<file path="config.mk">
export PLATFORM = sky130hd
export DESIGN_NAME = mm2s_dma_channel
export DESIGN_NICKNAME = d
export VERILOG_FILES = /design/src/rtl/mm2s_pkg.sv /design/src/rtl/mm2s_csr.sv /design/src/rtl/mm2s_burst_gen.sv /design/src/rtl/mm2s_stream_out.sv /design/src/rtl/mm2s_dma_channel.sv
export SDC_FILE = /design/constraint.sdc
export NUM_CORES = 1
export LEC_CHECK = 0
export ABC_AREA = 1
export ABC_CLOCK_PERIOD_IN_PS = 5400
export BUFFER_PORTS_ARGS = -buffer_cell sky130_fd_sc_hd__buf_4
export CORE_UTILIZATION = 50
export DETAILED_ROUTE_END_ITERATION = 8
export GPL_TIMING_DRIVEN = 1
export PLACE_DENSITY = 0.85
export REMOVE_ABC_BUFFERS = 1
export SLEW_MARGIN = 20
export SYNTH_ARGS = -nofsm -noshare
export SYNTH_HDL_FRONTEND = slang
export SYNTH_SLANG_ARGS = --single-unit
export TNS_END_PERCENT = 50
</file>
<file path="constraint.sdc">
create_clock -name clk -period 5.4 [get_ports clk]
set_input_delay 0.27 -clock clk [delete_from_list [all_inputs] [get_ports clk]]
set_output_delay 0.27 -clock clk [all_outputs]
set_load 0.01 [all_outputs]
</file>
<file path="src/rtl/mm2s_pkg.sv">
package mm2s_pkg;
  localparam logic [1:0] REG_CTRL = 2'd0;
  localparam logic [1:0] REG_STAT = 2'd1;
  localparam logic [1:0] REG_SRC  = 2'd2;
  localparam logic [1:0] REG_LEN  = 2'd3;

  localparam int PAGE_BYTES = 4096;

  typedef enum logic [1:0] {
    ENG_IDLE,
    ENG_ADDR,
    ENG_DATA
  } eng_state_t;
endpackage

</file>
<file path="src/rtl/mm2s_csr.sv">
module mm2s_csr
  import mm2s_pkg::*;
#(
  parameter int ADDR_W = 32,
  parameter int LEN_W  = 16
) (
  input  logic              clk,
  input  logic              rst_n,
  input  logic [3:0]        s_awaddr,
  input  logic              s_awvalid,
  output logic              s_awready,
  input  logic [31:0]       s_wdata,
  input  logic              s_wvalid,
  output logic              s_wready,
  output logic [1:0]        s_bresp,
  output logic              s_bvalid,
  input  logic              s_bready,
  input  logic [3:0]        s_araddr,
  input  logic              s_arvalid,
  output logic              s_arready,
  output logic [31:0]       s_rdata,
  output logic [1:0]        s_rresp,
  output logic              s_rvalid,
  input  logic              s_rready,
  input  logic              busy,
  input  logic              set_done,
  input  logic              set_err,
  output logic [ADDR_W-1:0] src_addr,
  output logic [LEN_W-1:0]  start_len,
  output logic              start,
  output logic              irq
);
  logic             run_q, done_ie_q, err_ie_q;
  logic             done_q, err_q;
  logic [LEN_W-1:0] len_q;
  logic             wr_fire, rd_fire;
  logic [1:0]       wsel;

  assign s_awready = s_awvalid && s_wvalid && !s_bvalid;
  assign s_wready  = s_awready;
  assign wr_fire   = s_awready;
  assign wsel      = s_awaddr[3:2];
  assign s_bresp   = 2'b00;
  assign s_rresp   = 2'b00;
  assign s_arready = !s_rvalid;
  assign rd_fire   = s_arvalid && s_arready;

  assign start = wr_fire && (wsel == REG_LEN) && run_q && !busy &&
                 (s_wdata[LEN_W-1:0] != '0);
  assign start_len = s_wdata[LEN_W-1:0];

  always_ff @(posedge clk) begin
    if (!rst_n) begin
      s_bvalid <= 1'b0;
    end else if (wr_fire) begin
      s_bvalid <= 1'b1;
    end else if (s_bready) begin
      s_bvalid <= 1'b0;
    end
  end

  always_ff @(posedge clk) begin
    if (!rst_n) begin
      run_q     <= 1'b0;
      done_ie_q <= 1'b0;
      err_ie_q  <= 1'b0;
      src_addr  <= '0;
      len_q     <= '0;
    end else begin
      if (wr_fire && wsel == REG_CTRL) begin
        run_q     <= s_wdata[0];
        done_ie_q <= s_wdata[1];
        err_ie_q  <= s_wdata[2];
      end
      if (set_err) run_q <= 1'b0;
      if (wr_fire && wsel == REG_SRC) src_addr <= s_wdata[ADDR_W-1:0];
      if (start) len_q <= start_len;
    end
  end

  always_ff @(posedge clk) begin
    if (!rst_n) begin
      done_q <= 1'b0;
      err_q  <= 1'b0;
    end else begin
      if (wr_fire && wsel == REG_STAT && s_wdata[2]) done_q <= 1'b0;
      if (wr_fire && wsel == REG_STAT && s_wdata[3]) err_q  <= 1'b0;
      if (set_done) done_q <= 1'b1;
      if (set_err)  err_q  <= 1'b1;
    end
  end

  assign irq = (done_q && done_ie_q) || (err_q && err_ie_q);

  always_ff @(posedge clk) begin
    if (!rst_n) begin
      s_rvalid <= 1'b0;
      s_rdata  <= '0;
    end else if (rd_fire) begin
      s_rvalid <= 1'b1;
      case (s_araddr[3:2])
        REG_CTRL: s_rdata <= {29'd0, err_ie_q, done_ie_q, run_q};
        REG_STAT: s_rdata <= {28'd0, err_q, done_q, !run_q, !busy};
        REG_SRC:  s_rdata <= 32'(src_addr);
        default:  s_rdata <= 32'(len_q);
      endcase
    end else if (s_rready) begin
      s_rvalid <= 1'b0;
    end
  end

  assert_err_halts_R10: assert property (@(posedge clk) disable iff (!rst_n)
    $rose(err_q) |-> !run_q);
  assert_irq_done_R9: assert property (@(posedge clk) disable iff (!rst_n)
    (done_q && done_ie_q) |-> irq);
  assert_irq_quiet_R11: assert property (@(posedge clk) disable iff (!rst_n)
    (!done_q && !err_q) |-> !irq);
endmodule

</file>
<file path="src/rtl/mm2s_burst_gen.sv">
module mm2s_burst_gen
  import mm2s_pkg::*;
#(
  parameter int ADDR_W    = 32,
  parameter int CNT_W     = 17,
  parameter int BPB       = 4,
  parameter int MAX_BURST = 16
) (
  input  logic              clk,
  input  logic              rst_n,
  input  logic              start,
  input  logic [ADDR_W-1:0] start_addr,
  input  logic [CNT_W-1:0]  start_beats,
  input  logic              burst_end,
  input  logic              err_beat,
  output logic [ADDR_W-1:0] m_araddr,
  output logic [7:0]        m_arlen,
  output logic [2:0]        m_arsize,
  output logic [1:0]        m_arburst,
  output logic              m_arvalid,
  input  logic              m_arready,
  output logic              busy,
  output logic              data_phase,
  output logic              done_pulse
);
  localparam int BPB_LG = $clog2(BPB);

  eng_state_t        state_q;
  logic [ADDR_W-1:0] cur_addr;
  logic [CNT_W-1:0]  beats_left;
  logic              err_hold;
  logic              err_now;
  logic [31:0]       to_page, left_w, burst_w;

  assign to_page = (32'(PAGE_BYTES) - {20'd0, cur_addr[11:0]}) >> BPB_LG;
  assign left_w  = 32'(beats_left);

  always_comb begin
    burst_w = 32'(MAX_BURST);
    if (left_w < burst_w)  burst_w = left_w;
    if (to_page < burst_w) burst_w = to_page;
  end

  assign m_araddr   = cur_addr;
  assign m_arlen    = 8'(burst_w - 32'd1);
  assign m_arsize   = 3'(BPB_LG);
  assign m_arburst  = 2'b01;
  assign m_arvalid  = (state_q == ENG_ADDR);
  assign busy       = (state_q != ENG_IDLE);
  assign data_phase = (state_q == ENG_DATA);
  assign err_now    = err_hold || err_beat;

  always_ff @(posedge clk) begin
    if (!rst_n) begin
      state_q    <= ENG_IDLE;
      cur_addr   <= '0;
      beats_left <= '0;
      err_hold   <= 1'b0;
      done_pulse <= 1'b0;
    end else begin
      done_pulse <= 1'b0;
      case (state_q)
        ENG_IDLE: if (start) begin
          cur_addr   <= {start_addr[ADDR_W-1:BPB_LG], {BPB_LG{1'b0}}};
          beats_left <= start_beats;
          err_hold   <= 1'b0;
          state_q    <= ENG_ADDR;
        end
        ENG_ADDR: if (m_arready) begin
          cur_addr   <= cur_addr + ADDR_W'(burst_w << BPB_LG);
          beats_left <= beats_left - CNT_W'(burst_w);
          state_q    <= ENG_DATA;
        end
        default: begin
          if (err_beat) err_hold <= 1'b1;
          if (burst_end) begin
            if (err_now || beats_left == '0) begin
              state_q    <= ENG_IDLE;
              done_pulse <= !err_now;
            end else begin
              state_q <= ENG_ADDR;
            end
          end
        end
      endcase
    end
  end

  assert_burst_max_R4: assert property (@(posedge clk) disable iff (!rst_n)
    m_arvalid |-> (32'(m_arlen) < 32'(MAX_BURST)));
  assert_ar_hold_R4: assert property (@(posedge clk) disable iff (!rst_n)
    (m_arvalid && !m_arready) |=> (m_arvalid && $stable(m_araddr) && $stable(m_arlen)));
  assert_no_page_cross_R5: assert property (@(posedge clk) disable iff (!rst_n)
    m_arvalid |-> (({20'd0, m_araddr[11:0]} + ((32'(m_arlen) + 32'd1) << BPB_LG))
                   <= 32'(PAGE_BYTES)));
endmodule

</file>
<file path="src/rtl/mm2s_stream_out.sv">
module mm2s_stream_out #(
  parameter int DATA_W = 32,
  parameter int CNT_W  = 17,
  parameter int LEN_W  = 16
) (
  input  logic                clk,
  input  logic                rst_n,
  input  logic                start,
  input  logic [CNT_W-1:0]    start_beats,
  input  logic [LEN_W-1:0]    start_len,
  input  logic                data_phase,
  input  logic [DATA_W-1:0]   m_rdata,
  input  logic [1:0]          m_rresp,
  input  logic                m_rlast,
  input  logic                m_rvalid,
  output logic                m_rready,
  output logic [DATA_W-1:0]   st_tdata,
  output logic [DATA_W/8-1:0] st_tkeep,
  output logic                st_tlast,
  output logic                st_tvalid,
  input  logic                st_tready,
  output logic                burst_end,
  output logic                err_beat
);
  localparam int BPB    = DATA_W / 8;
  localparam int BPB_LG = $clog2(BPB);

  logic [CNT_W-1:0] remain_q;
  logic [BPB-1:0]   last_keep_q;
  logic             drop_q;
  logic             bad_resp;
  logic             discard;
  logic [LEN_W-1:0] rem_bytes;

  assign rem_bytes = start_len & LEN_W'(BPB - 1);
  assign bad_resp  = m_rresp[1];
  assign discard   = drop_q || bad_resp;

  assign st_tdata  = m_rdata;
  assign st_tlast  = (remain_q == CNT_W'(1));
  assign st_tkeep  = st_tlast ? last_keep_q : '1;
  assign st_tvalid = data_phase && m_rvalid && !discard;
  assign m_rready  = data_phase && (discard || st_tready);
  assign burst_end = m_rvalid && m_rready && m_rlast;
  assign err_beat  = m_rvalid && m_rready && bad_resp && !drop_q;

  always_ff @(posedge clk) begin
    if (!rst_n) begin
      remain_q    <= '0;
      last_keep_q <= '1;
      drop_q      <= 1'b0;
    end else if (start) begin
      remain_q    <= start_beats;
      last_keep_q <= (rem_bytes == '0) ? '1 : BPB'((1 << rem_bytes) - 1);
      drop_q      <= 1'b0;
    end else begin
      if (st_tvalid && st_tready) remain_q <= remain_q - CNT_W'(1);
      if (err_beat) drop_q <= 1'b1;
    end
  end

  assert_full_keep_R7: assert property (@(posedge clk) disable iff (!rst_n)
    (st_tvalid && !st_tlast) |-> (&st_tkeep));
  assert_stall_hold_R8: assert property (@(posedge clk) disable iff (!rst_n)
    (st_tvalid && !st_tready) |=> st_tvalid);
  assert_one_last_R6: assert property (@(posedge clk) disable iff (!rst_n)
    (st_tvalid && st_tready && st_tlast) |=> !st_tvalid || start);
endmodule

</file>
<file path="src/rtl/mm2s_dma_channel.sv">
module mm2s_dma_channel #(
  parameter int ADDR_W    = 32,
  parameter int DATA_W    = 32,
  parameter int LEN_W     = 16,
  parameter int MAX_BURST = 16
) (
  input  logic                clk,
  input  logic                rst_n,
  input  logic [3:0]          s_awaddr,
  input  logic                s_awvalid,
  output logic                s_awready,
  input  logic [31:0]         s_wdata,
  input  logic                s_wvalid,
  output logic                s_wready,
  output logic [1:0]          s_bresp,
  output logic                s_bvalid,
  input  logic                s_bready,
  input  logic [3:0]          s_araddr,
  input  logic                s_arvalid,
  output logic                s_arready,
  output logic [31:0]         s_rdata,
  output logic [1:0]          s_rresp,
  output logic                s_rvalid,
  input  logic                s_rready,
  output logic [ADDR_W-1:0]   m_araddr,
  output logic [7:0]          m_arlen,
  output logic [2:0]          m_arsize,
  output logic [1:0]          m_arburst,
  output logic                m_arvalid,
  input  logic                m_arready,
  input  logic [DATA_W-1:0]   m_rdata,
  input  logic [1:0]          m_rresp,
  input  logic                m_rlast,
  input  logic                m_rvalid,
  output logic                m_rready,
  output logic [DATA_W-1:0]   st_tdata,
  output logic [DATA_W/8-1:0] st_tkeep,
  output logic                st_tlast,
  output logic                st_tvalid,
  input  logic                st_tready,
  output logic                irq
);
  localparam int BPB    = DATA_W / 8;
  localparam int BPB_LG = $clog2(BPB);
  localparam int CNT_W  = LEN_W + 1;

  logic              busy, data_phase, done_pulse, start;
  logic              burst_end, err_beat;
  logic [ADDR_W-1:0] src_addr;
  logic [LEN_W-1:0]  start_len;
  logic [CNT_W-1:0]  start_beats;

  assign start_beats = (CNT_W'(start_len) + CNT_W'(BPB - 1)) >> BPB_LG;

  mm2s_csr #(.ADDR_W(ADDR_W), .LEN_W(LEN_W)) csr_i (
    .clk(clk), .rst_n(rst_n),
    .s_awaddr(s_awaddr), .s_awvalid(s_awvalid), .s_awready(s_awready),
    .s_wdata(s_wdata), .s_wvalid(s_wvalid), .s_wready(s_wready),
    .s_bresp(s_bresp), .s_bvalid(s_bvalid), .s_bready(s_bready),
    .s_araddr(s_araddr), .s_arvalid(s_arvalid), .s_arready(s_arready),
    .s_rdata(s_rdata), .s_rresp(s_rresp), .s_rvalid(s_rvalid), .s_rready(s_rready),
    .busy(busy), .set_done(done_pulse), .set_err(err_beat),
    .src_addr(src_addr), .start_len(start_len), .start(start), .irq(irq)
  );

  mm2s_burst_gen #(.ADDR_W(ADDR_W), .CNT_W(CNT_W), .BPB(BPB), .MAX_BURST(MAX_BURST)) gen_i (
    .clk(clk), .rst_n(rst_n), .start(start), .start_addr(src_addr),
    .start_beats(start_beats), .burst_end(burst_end), .err_beat(err_beat),
    .m_araddr(m_araddr), .m_arlen(m_arlen), .m_arsize(m_arsize),
    .m_arburst(m_arburst), .m_arvalid(m_arvalid), .m_arready(m_arready),
    .busy(busy), .data_phase(data_phase), .done_pulse(done_pulse)
  );

  mm2s_stream_out #(.DATA_W(DATA_W), .CNT_W(CNT_W), .LEN_W(LEN_W)) out_i (
    .clk(clk), .rst_n(rst_n), .start(start), .start_beats(start_beats),
    .start_len(start_len), .data_phase(data_phase),
    .m_rdata(m_rdata), .m_rresp(m_rresp), .m_rlast(m_rlast),
    .m_rvalid(m_rvalid), .m_rready(m_rready),
    .st_tdata(st_tdata), .st_tkeep(st_tkeep), .st_tlast(st_tlast),
    .st_tvalid(st_tvalid), .st_tready(st_tready),
    .burst_end(burst_end), .err_beat(err_beat)
  );
endmodule

</file>
# Word-level counts from Yosys, hierarchy flattened
# Cells that the tools add are included.
[totals]
mem_bits_ro = 0
mem_count = 0
wordCells = 127
inputBits = 85
register_bits = 162
latch_bits = 0
mem_bits_rw = 0
out_inout_bits = 127
[classes]
n_shift = 1
n_mul = 0
bitwise_logic = 4
n_mux = 29
eq_ne = 10
div_mod_pow = 0
n_lt_le_gt_ge = 2
addsub = 7
reduce_logical = 55
[op_table]
columns = ["op", "count"]
rows = [
  ["$pmux 32 s3", 1],
  ["$mux 32", 2],
  ["$pmux 32 s2", 1],
  ["$mux 17", 3],
  ["$pmux 17 s2", 1],
  ["$add 32x32->32", 1],
  ["$lt 30x32->1", 1],
  ["$mux 15", 2],
  ["$mux 30", 1],
  ["$logic_and 1x1->1", 22],
  ["$add 16x2->17 const B", 1],
  ["$eq 17x1->1 const B", 1],
  ["$logic_not 17->1", 1],
  ["$lt 17x5->1 const B", 1],
  ["$sub 17x1->17 const B", 1],
  ["$sub 17x17->17", 1],
  ["$logic_not 16->1", 1],
  ["$reduce_bool 16->1", 1],
  ["$reduce_bool 2->1", 8],
  ["$sub 13x12->14 const A", 1],
  ["$mux 1", 11],
  ["$reduce_and 3->1", 3],
  ["$eq 2x2->1 const B", 4],
  ["$mux 4", 2],
  ["16 further kinds", 36],
]

# Depth between registers and ports, before layout
[depth]
depth_word = 11
mapped_depth = 32

# By module
# From an unflattened synthesis, not the netlist that was laid out.
[unflattened]
hier_cells = 1637
area_unflattened_um2 = 11026.8
[by_module_without_submodules]
columns = ["mod", "seq_area_each_um2", "area_each_um2", "n_inst", "cells_per_inst"]
rows = [
  ["mm2s_burst_gen", 1021.0, 5121.2, 1, 790],
  ["mm2s_csr", 1741.7, 3723.6, 1, 486],
  ["mm2s_stream_out", 420.4, 1729.2, 1, 264],
  ["mm2s_dma_channel", 0.0, 452.9, 1, 97],
]

# Worst setup path before layout
# Ideal clock, no wire load.
[synth_timing]
kind = "register to register"
startpoint = "reg gen_i.cur_addr[2] (netlist: gen_i.m_araddr[2])"
endpoint = "reg gen_i.cur_addr[18] (netlist: gen_i.m_araddr[18])"
path_buffers = 1
period_less_slack_ns = 3.861
path_slack_ns = 1.539
t_arrival_ns = 3.731
stages_incl_launch_ff = 28
setup_time_ns = 0.130
cell_sequence = "dfxtp_1 -> nor3_1 -> inv_1 -> nor2_1 -> inv_1 -> nor2_1 -> nand2_1 -> xor2_1 -> inv_1 -> ha_1 -> a21o_1 -> a21oi_1 -> nand2_2 -> buf_6 -> o21ai_0 -> ha_1 -> inv_1 -> fa_1 -> inv_1 -> nand2_2 -> nand3_4 -> nand3_1 -> nand2_1 -> nand2_1 -> nand2_1 -> nand2_1 -> nand3_1 -> o21ai_0"
[synth_via]
elab_chain_len = 6
[synth_lines]
columns = ["element", "line_no", "source"]
rows = [
  ["from (decl)", "mm2s_burst_gen.sv:29", "logic [ADDR_W-1:0] cur_addr;"],
  ["from (signal assigned)", "mm2s_burst_gen.sv:64", "cur_addr <= {start_addr[ADDR_W-1:BPB_LG], {BPB_LG{1'b0}}};"],
  ["from (signal assigned)", "mm2s_burst_gen.sv:70", "cur_addr <= cur_addr + ADDR_W'(burst_w << BPB_LG);"],
  ["$sub 13x12->14", "mm2s_burst_gen.sv:35", "assign to_page = (32'(PAGE_BYTES) - {20'd0, cur_addr[11:0]}) >> BPB_LG;"],
  ["$lt 30x32->1", "mm2s_burst_gen.sv:41", "if (to_page < burst_w) burst_w = to_page;"],
  ["$mux 30", "mm2s_burst_gen.sv:41", ""],
  ["$add 32x32->32 *", "mm2s_burst_gen.sv:70", ""],
  ["$mux 32 *", "mm2s_burst_gen.sv:69", "ENG_ADDR: if (m_arready) begin"],
  ["$pmux 32 s2 *", "mm2s_burst_gen.sv:62", "case (state_q)"],
]
# Every way passes the cells marked *; elsewhere a longest branch is shown, timed or not. The select of a mux whose other input is x is not followed.
# A chain may end at the register's enable or synchronous reset.

# Final worst setup path
[layout_timing]
startpoint = "reg gen_i.cur_addr[2] (netlist: gen_i.m_araddr[2])"
endpoint = "reg gen_i.cur_addr[26] (netlist: gen_i.m_araddr[26])"
# The elaborated chain is that of the path after synthesis.

==> impl_results.md <==
- CTS Buf Count: 17
- Nets@finish: 1,715
- Endpoints failing setup: 0
- Period utilisation layout: between 80% and 90%
- Top Usage Layer GRT: met2
- Diodes inserted: 0
- Startpoint types: register
- Worst slew margin: around a quarter
- Clock Skew: between 0.009 and 0.01 ns
- Internal power: between 2 and 3 mW
- Post-CTS setup buffers: 0
- # IOs: 212
- Slew @ Worst Pin: 1.127 ns
- Global Route Usage Sum: 30.57%
- Async SR Flop Fraction: 0%
- Max VDD drop: 253.5 uV
- Worst reg2reg path depth: 26
- Worst min-delay path category: primary input to register
- Hold path depth: 4
- Critical Path Fanout Max: 13
- Clock sink count: about 160
- GR Overflow Total: 0
- RR Startpoint: gen_i.m_araddr[2]
- Yosys reg bits: 159
- Worst R2R End: gen_i.m_araddr[26]
- Clock Latency Late Sink: 0.44 ns
- Sequential area share after synthesis: 31.18%
- Reg-to-reg setup timing slack: roughly 0.85 ns
- Critical Path RT: 5.71 ns
- Mean area per synthesized cell: 6.846 um2
- Crit-path max cell delay: approximately 0.37 ns
- Routed WL per cell: 16.98 um
- Post-Route WL: 31,540 um
- Final TNS setup: 0 ns
- Starting Density: 51.77%
- Root Driver: clkbuf_16
- GP Congestion: 0.9802
- Routed vias/inst: 5.693
- Number of max-cap violations: 0
- First-pass GRT wire length: a little under 50,000 um
- CTS tree: yes
- DR vias: 10,580
- Met3 Usage GRT: approximately 7.1%
- Met1 capacity usage during global routing: 41.75%
- Layout cell share with drive strength beyond 1: between 10 and 15%
- Final Hold Fails: 0
- Initial detailed-routing violation count: 1,175
- P_leak: between 5 and 6 nW
- Layout area overhead: 14.67%
- Unrepaired setup endpoints after global routing: no
- # H-tree levels: 4
- Drt first pass iters: 6
- Main synth FF type: dfxtp_1
- Die area: 20,990 um2
- Crit path max-delay cell type: dfxtp_1
- Post-Syn Instances: roughly 1,500
- Die width: 144.9 um
- Post-synth EDFFs: 0
- Status: finished, final reports clean
- Largest net degree at the start of global routing: 83
- Chip height: 144.9 um
- Logic gate share of total power: 49.3%
- Max frequency: 219.6 MHz
- Sw Ratio: about 45%
- Clock buffer depth: 2
- Crit path kind: register to register
- Cts hold-fix bufs: 0
- Critical Path AT: about 4.9 ns
- Cell Area, Synth: a little over 10,000 um2
- Final HPWL DP: 23,180 um
- CP most frequent cell: nand2_1
- Hold EP: csr_i.s_bvalid
- I/O Buffers: 130
- ANT nets after route: 0
- Fin crit period: 4.553 ns
- NetSw: around 2.3 mW
- Met2 GRT Util: a little under half
- Post_cts resized: 0
- Initial antenna violation count: 0
- Num rows: 51
- Synth Warn #: 0
- Final Max Tran Viols: 0
- Power per cell area: 444.2 nW/um2
- Core area: 19,720 um2
- Crit. End Element: register
- Worst hold start: s_bready
- Design Power: between 5 and 6 mW
- Unique masters post-synth: 60
- Sequential fraction of design power: 26.7%
- Clk pwr share: 24.0%
- Vias in the first global route: between 9,000 and 10,000
- Clk slew on worst S/H paths: 0.06 ns
- DRC violations left: 0
worst max-delay path: cells and delay by family, from the launching register on:
kind,cells,cell delay (ns)
adders and majority gates,2,0.52
AOI/OAI and AO/OA,6,1.38
DFF,1,0.37
xor gates and xnor gates,1,0.16
buffers and inverters,5,0.54
and+or+nand+nor,12,1.43
layout make-up:
type                    count  area (um2)
clock buffers              19       442.9
clock inverters            13       155.1
fillers                  1802        8013
inverters                 181       679.4
multi-input cells        1083        5877
flip-flops and latches    159        3183
well taps                 265       331.6
repair buffers            138        1036
metrics by stage:
step	cells	instance area (um2)	worst slack (ns)	hold slack (ns)	utilization [%]
final	1858	11710	0.8470	0.08544	59.36
after global routing	1858	11710	0.4952	0.08261	59.36
after CTS	1858	11710	0.9661	0.07875	59.36
after detailed placement	1826	11110	0.9806	0.4324	56.33
after global placement	1826	11110	1.007	0.4342	56.33
after floorplan	1423	9739	1.482	0.3676	-
how the worst max path moves through the flow:
stage / startpoint / end / slack, ns / depth (start not counted)
final: gen_i.m_araddr[2] / gen_i.m_araddr[26] / 0.85 / 26
after global routing: gen_i.m_araddr[2] / gen_i.m_araddr[18] / 0.50 / 27
after CTS: gen_i.m_araddr[2] / gen_i.m_araddr[30] / 0.97 / 26
after detailed placement: gen_i.m_araddr[2] / gen_i.m_araddr[21] / 0.98 / 22
after global placement: gen_i.m_araddr[2] / gen_i.m_araddr[21] / 1.01 / 22
after floorplan: s_wdata[1] / gen_i.beats_left[16] / 1.48 / 13
registers in the layout, summed over array words and instances, names as in the netlist, 2 cells and up:
name and cells:
csr_i.len_q 16, csr_i.s_rdata 32, csr_i.src_addr 32, gen_i.beats_left 17, gen_i.m_araddr 30, gen_i.state_q 2, out_i.last_keep_q 3, out_i.remain_q 17
cell families (layout without fill, tap and decap cells):
kind of cell               count (synthesis)  in the layout  share of synthesized area (%)
AOI/OAI and AO/OA                        348            348                          20.12
xor gates and xnor gates                  36             36                          3.089
adders and majority gates                 50             50                          6.276
buffers and inverters                    276            351                          12.23
DFF                                      159            159                          31.18
other                                      2             29                        0.07357
and+or+nand+nor                          620            620                          27.03
routing by layer:
layer / wire (um) / part of all wire [%] / vias up
met2: 13690 / 43 / 590
met1: 13650 / 43 / 4808
met5: 36 / 0.11 / -
met3: 3133 / 9.9 / 85
li1: - / - / 5092
met4: 1033 / 3.3 / 2
power groups by stage:
stage                     Clock [mW]  Sequential, mW  Combinational (mW)
after floorplan                    0            1.39                1.77
after detailed placement           0            1.41                2.51
after global placement             0            1.40                2.45
after global routing            1.31            1.40                2.84
after CTS                       1.25            1.38                2.52
final                           1.25            1.39                2.56
cells in the mapped netlist, types with 5 or more instances:
master	instances	area [um2]
dfxtp_1	159	3183
a31oi_1	24	150.1
a22oi_1	40	300.3
o211ai_1	15	112.6
or2_2	5	31.28
buf_4	45	337.8
nand2_2	16	100.1
nor2_1	165	619.3
clkbuf_1	38	142.6
nor4_1	13	81.33
buf_2	6	30.03
inv_1	174	653.1
ha_1	48	600.6
o22ai_1	6	37.54
nand4_1	15	93.84
nand3_1	77	385.4
o21a_1	9	67.56
xor2_1	33	289.0
nand3b_1	5	37.54
nand2_1	272	1021
a21oi_1	123	615.6
inv_2	5	18.77
nand3_2	8	80.08
o21ai_0	100	500.5
nor3_1	26	130.1
placed cells by master, fill, tap and decap left out, types with 33 or more instances in the layout:
master	netlist	layout
a22oi_1	40	40
inv_1	174	172
dfxtp_1	159	159
o21ai_0	100	100
buf_4	45	138
nor2_1	165	165
xor2_1	33	33
nand2_1	272	272
ha_1	48	48
nand3_1	77	77
a21oi_1	123	123
(Power assumes the default switching activity.)
